<file path="src/rtl/dma_pkg.sv">
package dma_pkg;

    typedef enum logic [2:0] {
        ST_IDLE,
        ST_WAIT,
        ST_HOLD,
        ST_ADDR,
        ST_STRB1,
        ST_STRB2
    } dma_state_e;

    localparam logic [1:0] SEL_ADDR  = 2'd0;
    localparam logic [1:0] SEL_COUNT = 2'd1;
    localparam logic [1:0] SEL_CTRL  = 2'd2;

    localparam int CTRL_DIR_BIT   = 0;
    localparam int CTRL_START_BIT = 1;

    typedef struct packed {
        dma_state_e state;
        logic       done;
        logic       irq;
    } seq_regs_t;

endpackage

</file>
<file path="src/rtl/dma_ptr_regs.sv">
module dma_ptr_regs
    import dma_pkg::*;
#(
    parameter int AW = 16,
    parameter int CW = 8
) (
    input  logic          clk,
    input  logic          rst_n,
    input  logic          wr_en,
    input  logic [1:0]    wr_sel,
    input  logic [AW-1:0] wr_data,
    input  logic          step,
    input  logic          busy,
    output logic [AW-1:0] addr,
    output logic          dir,
    output logic          tc
);

    localparam logic [AW-1:0] A_ONE = {{(AW-1){1'b0}}, 1'b1};
    localparam logic [CW-1:0] C_ONE = {{(CW-1){1'b0}}, 1'b1};

    typedef struct packed {
        logic [AW-1:0] addr;
        logic [CW-1:0] count;
        logic          dir;
    } ptr_t;

    ptr_t ptr_d, ptr_q;

    always_comb begin
        ptr_d = ptr_q;
        if (wr_en) begin
            case (wr_sel)
                SEL_ADDR:  ptr_d.addr  = wr_data;
                SEL_COUNT: ptr_d.count = wr_data[CW-1:0];
                SEL_CTRL:  ptr_d.dir   = wr_data[CTRL_DIR_BIT];
                default:   ;
            endcase
        end else if (step) begin
            ptr_d.addr  = ptr_q.addr + A_ONE;
            ptr_d.count = ptr_q.count - C_ONE;
        end
    end

    always_ff @(posedge clk) begin
        if (!rst_n) ptr_q <= '0;
        else        ptr_q <= ptr_d;
    end

    assign addr = ptr_q.addr;
    assign dir  = ptr_q.dir;
    assign tc   = (ptr_q.count == '0);

    // every word advances the address and consumes one count
    p_step_addr_r7: assert property (@(posedge clk) disable iff (!rst_n)
        step |=> (ptr_q.addr == $past(ptr_q.addr) + A_ONE));
    p_step_count_r7: assert property (@(posedge clk) disable iff (!rst_n)
        step |=> (ptr_q.count == $past(ptr_q.count) - C_ONE));
    // programming is frozen while the channel is busy
    p_frozen_r9: assert property (@(posedge clk) disable iff (!rst_n)
        (busy && !step) |=> ($stable(ptr_q.addr) && $stable(ptr_q.count) && $stable(ptr_q.dir)));

endmodule

</file>
<file path="src/rtl/dma_seq.sv">
module dma_seq
    import dma_pkg::*;
(
    input  logic clk,
    input  logic rst_n,
    input  logic arm,
    input  logic dev_req,
    input  logic bus_grant,
    input  logic dir,
    input  logic tc,
    output logic bus_req,
    output logic dev_ack,
    output logic mem_rd,
    output logic mem_wr,
    output logic io_rd,
    output logic io_wr,
    output logic step,
    output logic busy,
    output logic done,
    output logic irq
);

    seq_regs_t seq_d, seq_q;
    logic      rd_phase, wr_phase;

    always_comb begin
        seq_d     = seq_q;
        seq_d.irq = 1'b0;
        case (seq_q.state)
            ST_IDLE: if (arm) begin
                seq_d.state = ST_WAIT;
                seq_d.done  = 1'b0;
            end
            ST_WAIT:  if (dev_req)   seq_d.state = ST_HOLD;
            ST_HOLD:  if (bus_grant) seq_d.state = ST_ADDR;
            ST_ADDR:  seq_d.state = ST_STRB1;
            ST_STRB1: seq_d.state = ST_STRB2;
            ST_STRB2: begin
                if (tc) begin
                    seq_d.state = ST_IDLE;
                    seq_d.done  = 1'b1;
                    seq_d.irq   = 1'b1;
                end else begin
                    seq_d.state = ST_ADDR;
                end
            end
            default: seq_d.state = ST_IDLE;
        endcase
    end

    always_ff @(posedge clk) begin
        if (!rst_n) seq_q <= '{state: ST_IDLE, done: 1'b0, irq: 1'b0};
        else        seq_q <= seq_d;
    end

    assign rd_phase = (seq_q.state == ST_STRB1) || (seq_q.state == ST_STRB2);
    assign wr_phase = (seq_q.state == ST_STRB2);
    assign dev_ack  = (seq_q.state == ST_ADDR) || rd_phase;
    assign bus_req  = (seq_q.state == ST_HOLD) || dev_ack;
    assign mem_rd   = rd_phase && !dir;
    assign io_rd    = rd_phase && dir;
    assign io_wr    = wr_phase && !dir;
    assign mem_wr   = wr_phase && dir;
    assign step     = wr_phase;
    assign busy     = (seq_q.state != ST_IDLE);
    assign done     = seq_q.done;
    assign irq      = seq_q.irq;

    // bus request only follows a sampled peripheral request
    p_req_after_dev_r3: assert property (@(posedge clk) disable iff (!rst_n)
        $rose(bus_req) |-> $past(dev_req));
    // acknowledge only follows a sampled grant
    p_ack_after_grant_r4: assert property (@(posedge clk) disable iff (!rst_n)
        $rose(dev_ack) |-> $past(bus_grant));
    // a write strobe always follows a read strobe cycle
    p_write_follows_read_r5: assert property (@(posedge clk) disable iff (!rst_n)
        (io_wr || mem_wr) |-> $past(mem_rd || io_rd));
    // interrupt is a single-cycle pulse
    p_irq_single_r8: assert property (@(posedge clk) disable iff (!rst_n)
        irq |=> !irq);
    // bus released together with the interrupt
    p_release_irq_r8: assert property (@(posedge clk) disable iff (!rst_n)
        $fell(bus_req) |-> irq);

endmodule

</file>
<file path="src/rtl/dma_flyby_ctrl.sv">
module dma_flyby_ctrl
    import dma_pkg::*;
#(
    parameter int AW = 16,
    parameter int CW = 8
) (
    input  logic          clk,
    input  logic          rst_n,
    input  logic          cfg_we,
    input  logic [1:0]    cfg_sel,
    input  logic [AW-1:0] cfg_wdata,
    input  logic          dev_req,
    input  logic          bus_grant,
    output logic          bus_req,
    output logic          dev_ack,
    output logic [AW-1:0] mem_addr,
    output logic          mem_rd,
    output logic          mem_wr,
    output logic          io_rd,
    output logic          io_wr,
    output logic          busy,
    output logic          done,
    output logic          irq
);

    logic cfg_ok, arm, step, dir, tc;

    assign cfg_ok = cfg_we && !busy;
    assign arm    = cfg_ok && (cfg_sel == SEL_CTRL) && cfg_wdata[CTRL_START_BIT];

    dma_ptr_regs #(.AW(AW), .CW(CW)) u_ptr (
        .clk     (clk),
        .rst_n   (rst_n),
        .wr_en   (cfg_ok),
        .wr_sel  (cfg_sel),
        .wr_data (cfg_wdata),
        .step    (step),
        .busy    (busy),
        .addr    (mem_addr),
        .dir     (dir),
        .tc      (tc)
    );

    dma_seq u_seq (
        .clk       (clk),
        .rst_n     (rst_n),
        .arm       (arm),
        .dev_req   (dev_req),
        .bus_grant (bus_grant),
        .dir       (dir),
        .tc        (tc),
        .bus_req   (bus_req),
        .dev_ack   (dev_ack),
        .mem_rd    (mem_rd),
        .mem_wr    (mem_wr),
        .io_rd     (io_rd),
        .io_wr     (io_wr),
        .step      (step),
        .busy      (busy),
        .done      (done),
        .irq       (irq)
    );

endmodule

</file>
<file path="config.mk">
export PLATFORM = sky130hd
export DESIGN_NAME = dma_flyby_ctrl
export DESIGN_NICKNAME = d
export VERILOG_FILES = /design/src/rtl/dma_pkg.sv /design/src/rtl/dma_ptr_regs.sv /design/src/rtl/dma_seq.sv /design/src/rtl/dma_flyby_ctrl.sv
export SDC_FILE = /design/constraint.sdc
export NUM_CORES = 1
export LEC_CHECK = 0
export CAP_MARGIN = 20
export CORE_MARGIN = 1
export CORE_UTILIZATION = 46
export DETAILED_ROUTE_END_ITERATION = 10
export PLACE_DENSITY = 0.77
export SYNTH_ARGS = -nofsm -noshare
export SYNTH_HDL_FRONTEND = slang
export SYNTH_HIERARCHICAL = 1
export SYNTH_SLANG_ARGS = --single-unit
</file>
<file path="constraint.sdc">
create_clock -name clk -period 1.8 [get_ports clk]
set_input_delay 0.36 -clock clk [delete_from_list [all_inputs] [get_ports clk]]
set_output_delay 0.36 -clock clk [all_outputs]
set_load 0.01 [all_outputs]
</file>
* Yosys cells after proc, flatten, opt, wreduce, memory -nomap -nowiden
Index checks and enable logic that the tools add are counted.
W data, S select, Z words.
** Word-level totals
- Flip-flop bits (word level) :: 30
- Bits of input ports :: 23
- Output and inout port bits :: 25
- Word-level logic and storage cells :: 56
** Cells by class
- $add $sub $neg :: 2
- Equal/unequal tests :: 13
- Mux-type cells :: 11
- Reduce and logical (&&, ||, !) cells :: 24
** Operators with widths (count)
- $mux W24 :: 2
- $pmux W3 S6 :: 1
- $add A16 B1 Y16 const B :: 1
- $mux W16 :: 1
- $logic_not A8 Y1 :: 1
- $mux W8 :: 1
- $ne A2 B2 Y1 const B :: 4
- $reduce_and A2 Y1 :: 4
- $sub A8 B1 Y8 const B :: 1
- $logic_and A1 B1 Y1 :: 7
- $eq A3 B2 Y1 const B :: 2
- $eq A3 B3 Y1 const B :: 2
- $mux W3 :: 2
- $reduce_and A3 Y1 :: 2
- $mux W2 :: 2
- $mux W4 :: 1
- $ne A2 B1 Y1 const B :: 2
- $reduce_bool A2 Y1 :: 2
- $eq A3 B1 Y1 const B :: 1
- $logic_not A3 Y1 :: 1
- $logic_or A1 B1 Y1 :: 3
- $reduce_bool A3 Y1 :: 1
- $eq A2 B1 Y1 const B :: 1
- $eq A2 B2 Y1 const B :: 1
- 3 further kinds :: 4

* Longest topological paths before layout
- Depth after elaboration :: 7
- Gate-level depth with buffers :: 10
- Gate-level depth less buffers :: 6

* Cells and area by module
The synthesis kept the hierarchy.
** Modules (own cells, without submodules)
- dma_ptr_regs :: times used 1, cells an instance 228, area an instance 1760.4 um2, sequential area each 500.5 um2
- dma_seq :: times used 1, cells an instance 41, area an instance 325.3 um2, sequential area each 100.1 um2
- dma_flyby_ctrl :: times used 1, cells an instance 2, area an instance 23.8 um2, sequential area each 0.0 um2

* Worst setup path after synthesis
Ideal clock, no wire load.
- Kind :: flip-flop to flip-flop
- Start point :: register u_seq/seq_q[4] (netlist bit)
- End point :: register u_ptr/ptr_q[8] (netlist bit)
- Setup time :: 0.133 ns
- Arrival :: 1.960 ns
- Required time :: 1.667 ns
- Setup slack :: -0.293 ns
- Stages on the path, launching flop included :: 9
- Buffers on the path :: 2
- Clock period less this slack :: 2.093 ns
- Path through :: dfxtp_1 -> buf_2 -> or3_1 -> nor2b_4 -> buf_2 -> inv_1 -> or4_1 -> o211ai_1 -> a21oi_1
** Between the ends
- Longest elaborated chain between the ends :: 5
- Elaborated cells between the ends (all ways) :: 8
- Those cells by class :: eq/ne (2); mux (1); reduce/logical (5)
** Ends and longest elaborated chain
- from (decl) :: line dma_seq.sv:23 : seq_regs_t seq_d, seq_q;
- from (signal assigned) :: line dma_seq.sv:52 : if (!rst_n) seq_q <= '{state: ST_IDLE, done: 1'b0, irq: 1'b0};
- from (signal assigned) :: line dma_seq.sv:53 : else seq_q <= seq_d;
- $reduce_bool A3 Y1 * :: line dma_seq.sv:65 : assign busy = (seq_q.state != ST_IDLE);
- via busy :: line dma_flyby_ctrl.sv:21 : output logic busy,
- $logic_not A1 Y1 * :: line dma_flyby_ctrl.sv:28 : assign cfg_ok = cfg_we && !busy;
- $logic_and A1 B1 Y1 * :: line dma_flyby_ctrl.sv:28
- via cfg_ok :: line dma_flyby_ctrl.sv:26 : logic cfg_ok, arm, step, dir, tc;
- $ne A2 B1 Y1 (no line) / $reduce_bool A2 Y1 (equally long branches)
- $reduce_and A2 Y1 (no line)
- to (signal assigned) :: line dma_ptr_regs.sv:47 : else ptr_q <= ptr_d;
- to (decl) :: line dma_ptr_regs.sv:28 : ptr_t ptr_d, ptr_q;
Mark *: on every way through the listed nets, which the timed path passes. The rest lies on a longest branch.
A chain may end at the register's enable or synchronous reset.

* Worst setup path in the final report
- Start point :: register u_seq/seq_q[3] (netlist bit)
- End point :: register u_ptr.ptr_q, in the netlist u_ptr/addr[7]
** Between the ends
- Longest elaborated chain between the ends :: 5
- Elaborated cells between the ends (all ways) :: 8
- Those cells by class :: eq/ne (2); mux (1); reduce/logical (5)
** Ends and longest elaborated chain (line)
- $reduce_bool A3 Y1 * :: dma_seq.sv:65
- $logic_not A1 Y1 * :: dma_flyby_ctrl.sv:28
- $logic_and A1 B1 Y1 * :: dma_flyby_ctrl.sv:28
- via cfg_ok :: dma_flyby_ctrl.sv:26
- $ne A2 B1 Y1 (no line) / $reduce_bool A2 Y1 (equally long branches)
- $reduce_and A2 Y1 (no line)
Marks and branches as above.

==> flow_summary.yaml <==
logic_synthesis:
  asyncSetResetFlopFracSynth_pct: 0
  ys_seq_elements: 30
  synth_edf_count: 0
  synthTopCellsByCount: "nand2_1, dfxtp_1, nor2_1, o21ai_0, a21oi_1"
  synth-main-ff-cell: "dfxtp_1"
  synth_xor_xnor_area_share_pct: 0.415
  synth-simple-area-share_pct: 31.7
  yosysMostFrequentCell: "nand2_1"
  netlist.area_leader.share_pct: 28.5
  synthMuxAreaShare_pct: 1.42
  synthAdderAreaFrac_pct: 1.78
  syn_area_sq_um: 2110
  synthCells: 271
  ys_warn_count: 6
  synth_compound_area_share_pct: 25.3
  avgSynthCellArea_sq_um: 7.78
  netlist_top_cells_area: "dfxtp_1, buf_4, nand2_1"
  synth_top_family_by_area: "simple AND/OR/NAND/NOR gates"
  ys_seq_area_share_pct: 28.5
  syn_nets: 297
  synth_cell_types: 55
  synth_top_area_cell: "dfxtp_1"
timing:
  skew_ns: 0.00525
  period_share_pct: 108
  relSlewSlack_pct: 70.1
  rsz0062_at_grt: "yes"
  setup_violations: 26
  finalHoldViolCount: 0
  worst_pin_slew_ns: 0.445
  fmax_mhz: 513
  period_needed_ns: 1.95
  slew_violations: 0
  worst_slack_ns: -0.151
grt:
  grt_pass1_vias: 2006
  antenna_found_initial: 0
  grt_max_degree: 21
  grt_first_pass_wirelength_um: 9580
  track_usage_pct: 24.4
  grt-ovfl-total: 0
die:
  die_h_um: 69.7
  initial_utilization_pct: 48.1
  rows: 24
  core_sq_um: 4380
  chipWidth_um: 69.7
  boundaryPins: 48
  fp.dieArea_sq_um: 4860
final_layout:
  syn_to_final_growth_pct: 50.9
  nets: 364
  final_area_sq_um: 3180
  drive_above_1_share_pct: 34.8
  antenna_cells: 0
  post-route-util_pct: 72.6
critical_path:
  reg2reg_slack_ns: -0.15
  critPathRequiredTime_ns: 1.98
  critPathLaunchType: "flip-flop"
  endpoint_kind: "flip-flop"
  rr_worst_depth: 7
  worstReg2RegEnd: "u_ptr/addr[7]$_SDFFE_PN0P_"
  path_depth: 7
  path_class: "flip-flop to flip-flop"
  crit_buf_inv: 1
  path_cells: "or3_4 -> nor2b_4 -> nor3b_4 -> or2_4 -> buf_6 -> nand2_1 -> a32o_1"
  cpPeakStageDelay_ns: 0.41
  cp_top_family: "simple AND/OR/NAND/NOR gates"
  worstReg2RegStart: "u_seq/seq_q[3]$_SDFFE_PN0P_"
  cpMaxStageDelayCell: "or3_4"
  arrival_ns: 2.13
  path_max_fanout: 5
placed_design:
  dp_hpwl_um: 4020
  port_buffers: 47
  dpl-instance-area_sq_um: 2700
  place_congestion: 0.817
cts:
  cts_hold_buf: 0
  path_clk_slew_ns: 0.07
  cts_htree_levels: 2
  cts_tree: "yes"
  clock_latency_ns: 0.29
  cts_buffers: 5
  cts.sink_count: 30
  clockBufferDepth: 2
  cts-root-buf: "clkbuf_8"
worst_hold_path:
  hold_path.class: "flip-flop to flip-flop"
  hold_path_startpoint: "u_ptr/addr[9]$_SDFFE_PN0P_"
  holdPathStages: 2
  holdPathEnd: "u_ptr/addr[9]$_SDFFE_PN0P_"
detailed_routing:
  vias: 2421
  routed_wl_um: 7000
  first_iter_violations: 243
  drtAntennaViolNets: 0
  via_per_inst: 6.19
  first_pass_iters: 5
  wl_per_cell_um: 17.9
  drc: 0
power:
  internal_power_uw: 1480
  combPwrFrac_pct: 34.2
  finalPower_uw: 2150
  power_frac_clock_pct: 30.8
  switching_share_pct: 31.3
  p_sw_uw: 672
  p_leak_uw: 0.00124
  ir_drop_uv: 351
  powerDensity_nw_per_um2: 675
  pwr-share-seq_pct: 35.0
run_status:
  violations: "setup timing"
  outcome: "complete, but fails checks"
run:
  maxCapViolCount: 0
-- worst max path at each step --
stage	startpoint	end	slack [ns]
detailed placement	cfg_we	u_ptr/ptr_q[8]$_SDFFE_PN0P_	-0.23
finish	u_seq/seq_q[3]$_SDFFE_PN0P_	u_ptr/addr[7]$_SDFFE_PN0P_	-0.15
global placement	cfg_we	u_ptr/ptr_q[8]$_SDFFE_PN0P_	-0.22
CTS	u_seq/seq_q[4]$_SDFFE_PN0P_	u_ptr/ptr_q[8]$_SDFFE_PN0P_	-0.06
floorplan	u_seq/seq_q[4]$_SDFFE_PN0P_	u_ptr/addr[1]$_SDFFE_PN0P_	-0.15
global route	u_seq/seq_q[3]$_SDFFE_PN0P_	u_ptr/addr[7]$_SDFFE_PN0P_	-0.25
-- power groups by stage --
stage	combinational, uW	clock [uW]	sequential, uW
after floorplan	337	0	751
after global placement	513	0	758
after detailed placement	521	0	760
after CTS	553	667	746
after global routing	779	715	758
final	736	662	752
-- area by class of cell --
type | instances | area (sq um)
Multi-Input combinational cell | 202 | 1500
Clock buffer | 8 | 110
Inverter | 6 | 25.0
Fill cell | 311 | 1200
Sequential cell | 30 | 606
Tap cell | 52 | 65.1
Timing Repair Buffer | 93 | 883
-- cell families after synthesis --
logic type	Yosys count
AND/OR/NAND/NOR	115
AO/OA/AOI/OAI	80
buffers and inverters	39
flip-flops	30
multiplexers	3
adder cells (fa/ha/maj)	3
XOR/XNOR	1
-- tightest hold or removal path, delay by kind of cell, from the launching register on --
| kind | cells | cell delay, ns |
|---|---|---|
| DFF | 1 | 0.35 |
| and+or+nand+nor | 1 | 0.07 |
| AOI/OAI and AO/OA | 1 | 0.07 |
-- per-layer routing --
| layer | track usage, % | share of wire (%) | up-vias |
|---|---|---|---|
| li1 | - | - | 1118 |
| met4 | 6.44 | 3.1 | 0 |
| met3 | 5.38 | 6.9 | 27 |
| met5 | 0 | 0 | - |
| met1 | 32.3 | 41 | 1137 |
| met2 | 40.0 | 49 | 139 |
-- layout by cell type (no fill, tap or decap), types with 9 or more instances in the layout --
cell              n
dfxtp_1          26
a21oi_2           9
a21oi_1          10
nand2_1          28
o21ai_0          10
nor2_1           17
buf_4            34
clkdlybuf4s50_1  40
-- flip-flops by register name (all words and copies together) (netlist names) --
| register | count |
|---|---|
| u_ptr/addr | 16 |
| u_seq/irq | 1 |
| u_ptr/dir | 1 |
| u_seq/done | 1 |
| u_seq/seq_q | 3 |
| u_ptr/ptr_q | 8 |
-- through the flow --
stage	worst slack (ns)	cells	hold WS, ns	setup TNS [ns]
finish	-0.151	391	0.543	-1.80
global route	-0.245	391	0.580	-3.98
CTS	-0.0625	385	0.541	-0.173
detailed placement	-0.230	370	0.533	-3.47
global placement	-0.217	370	0.526	-2.78
floorplan	-0.153	271	0.478	-2.06
-- repair_timing --
action	4_1_cts	5_1_grt
pin swaps	6	25
resized for setup	23	67
cloned	1	2
endpoints found under the setup margin	22	32
setup buffers	6	6
Note: power is estimated with default switching activity, not from simulation.
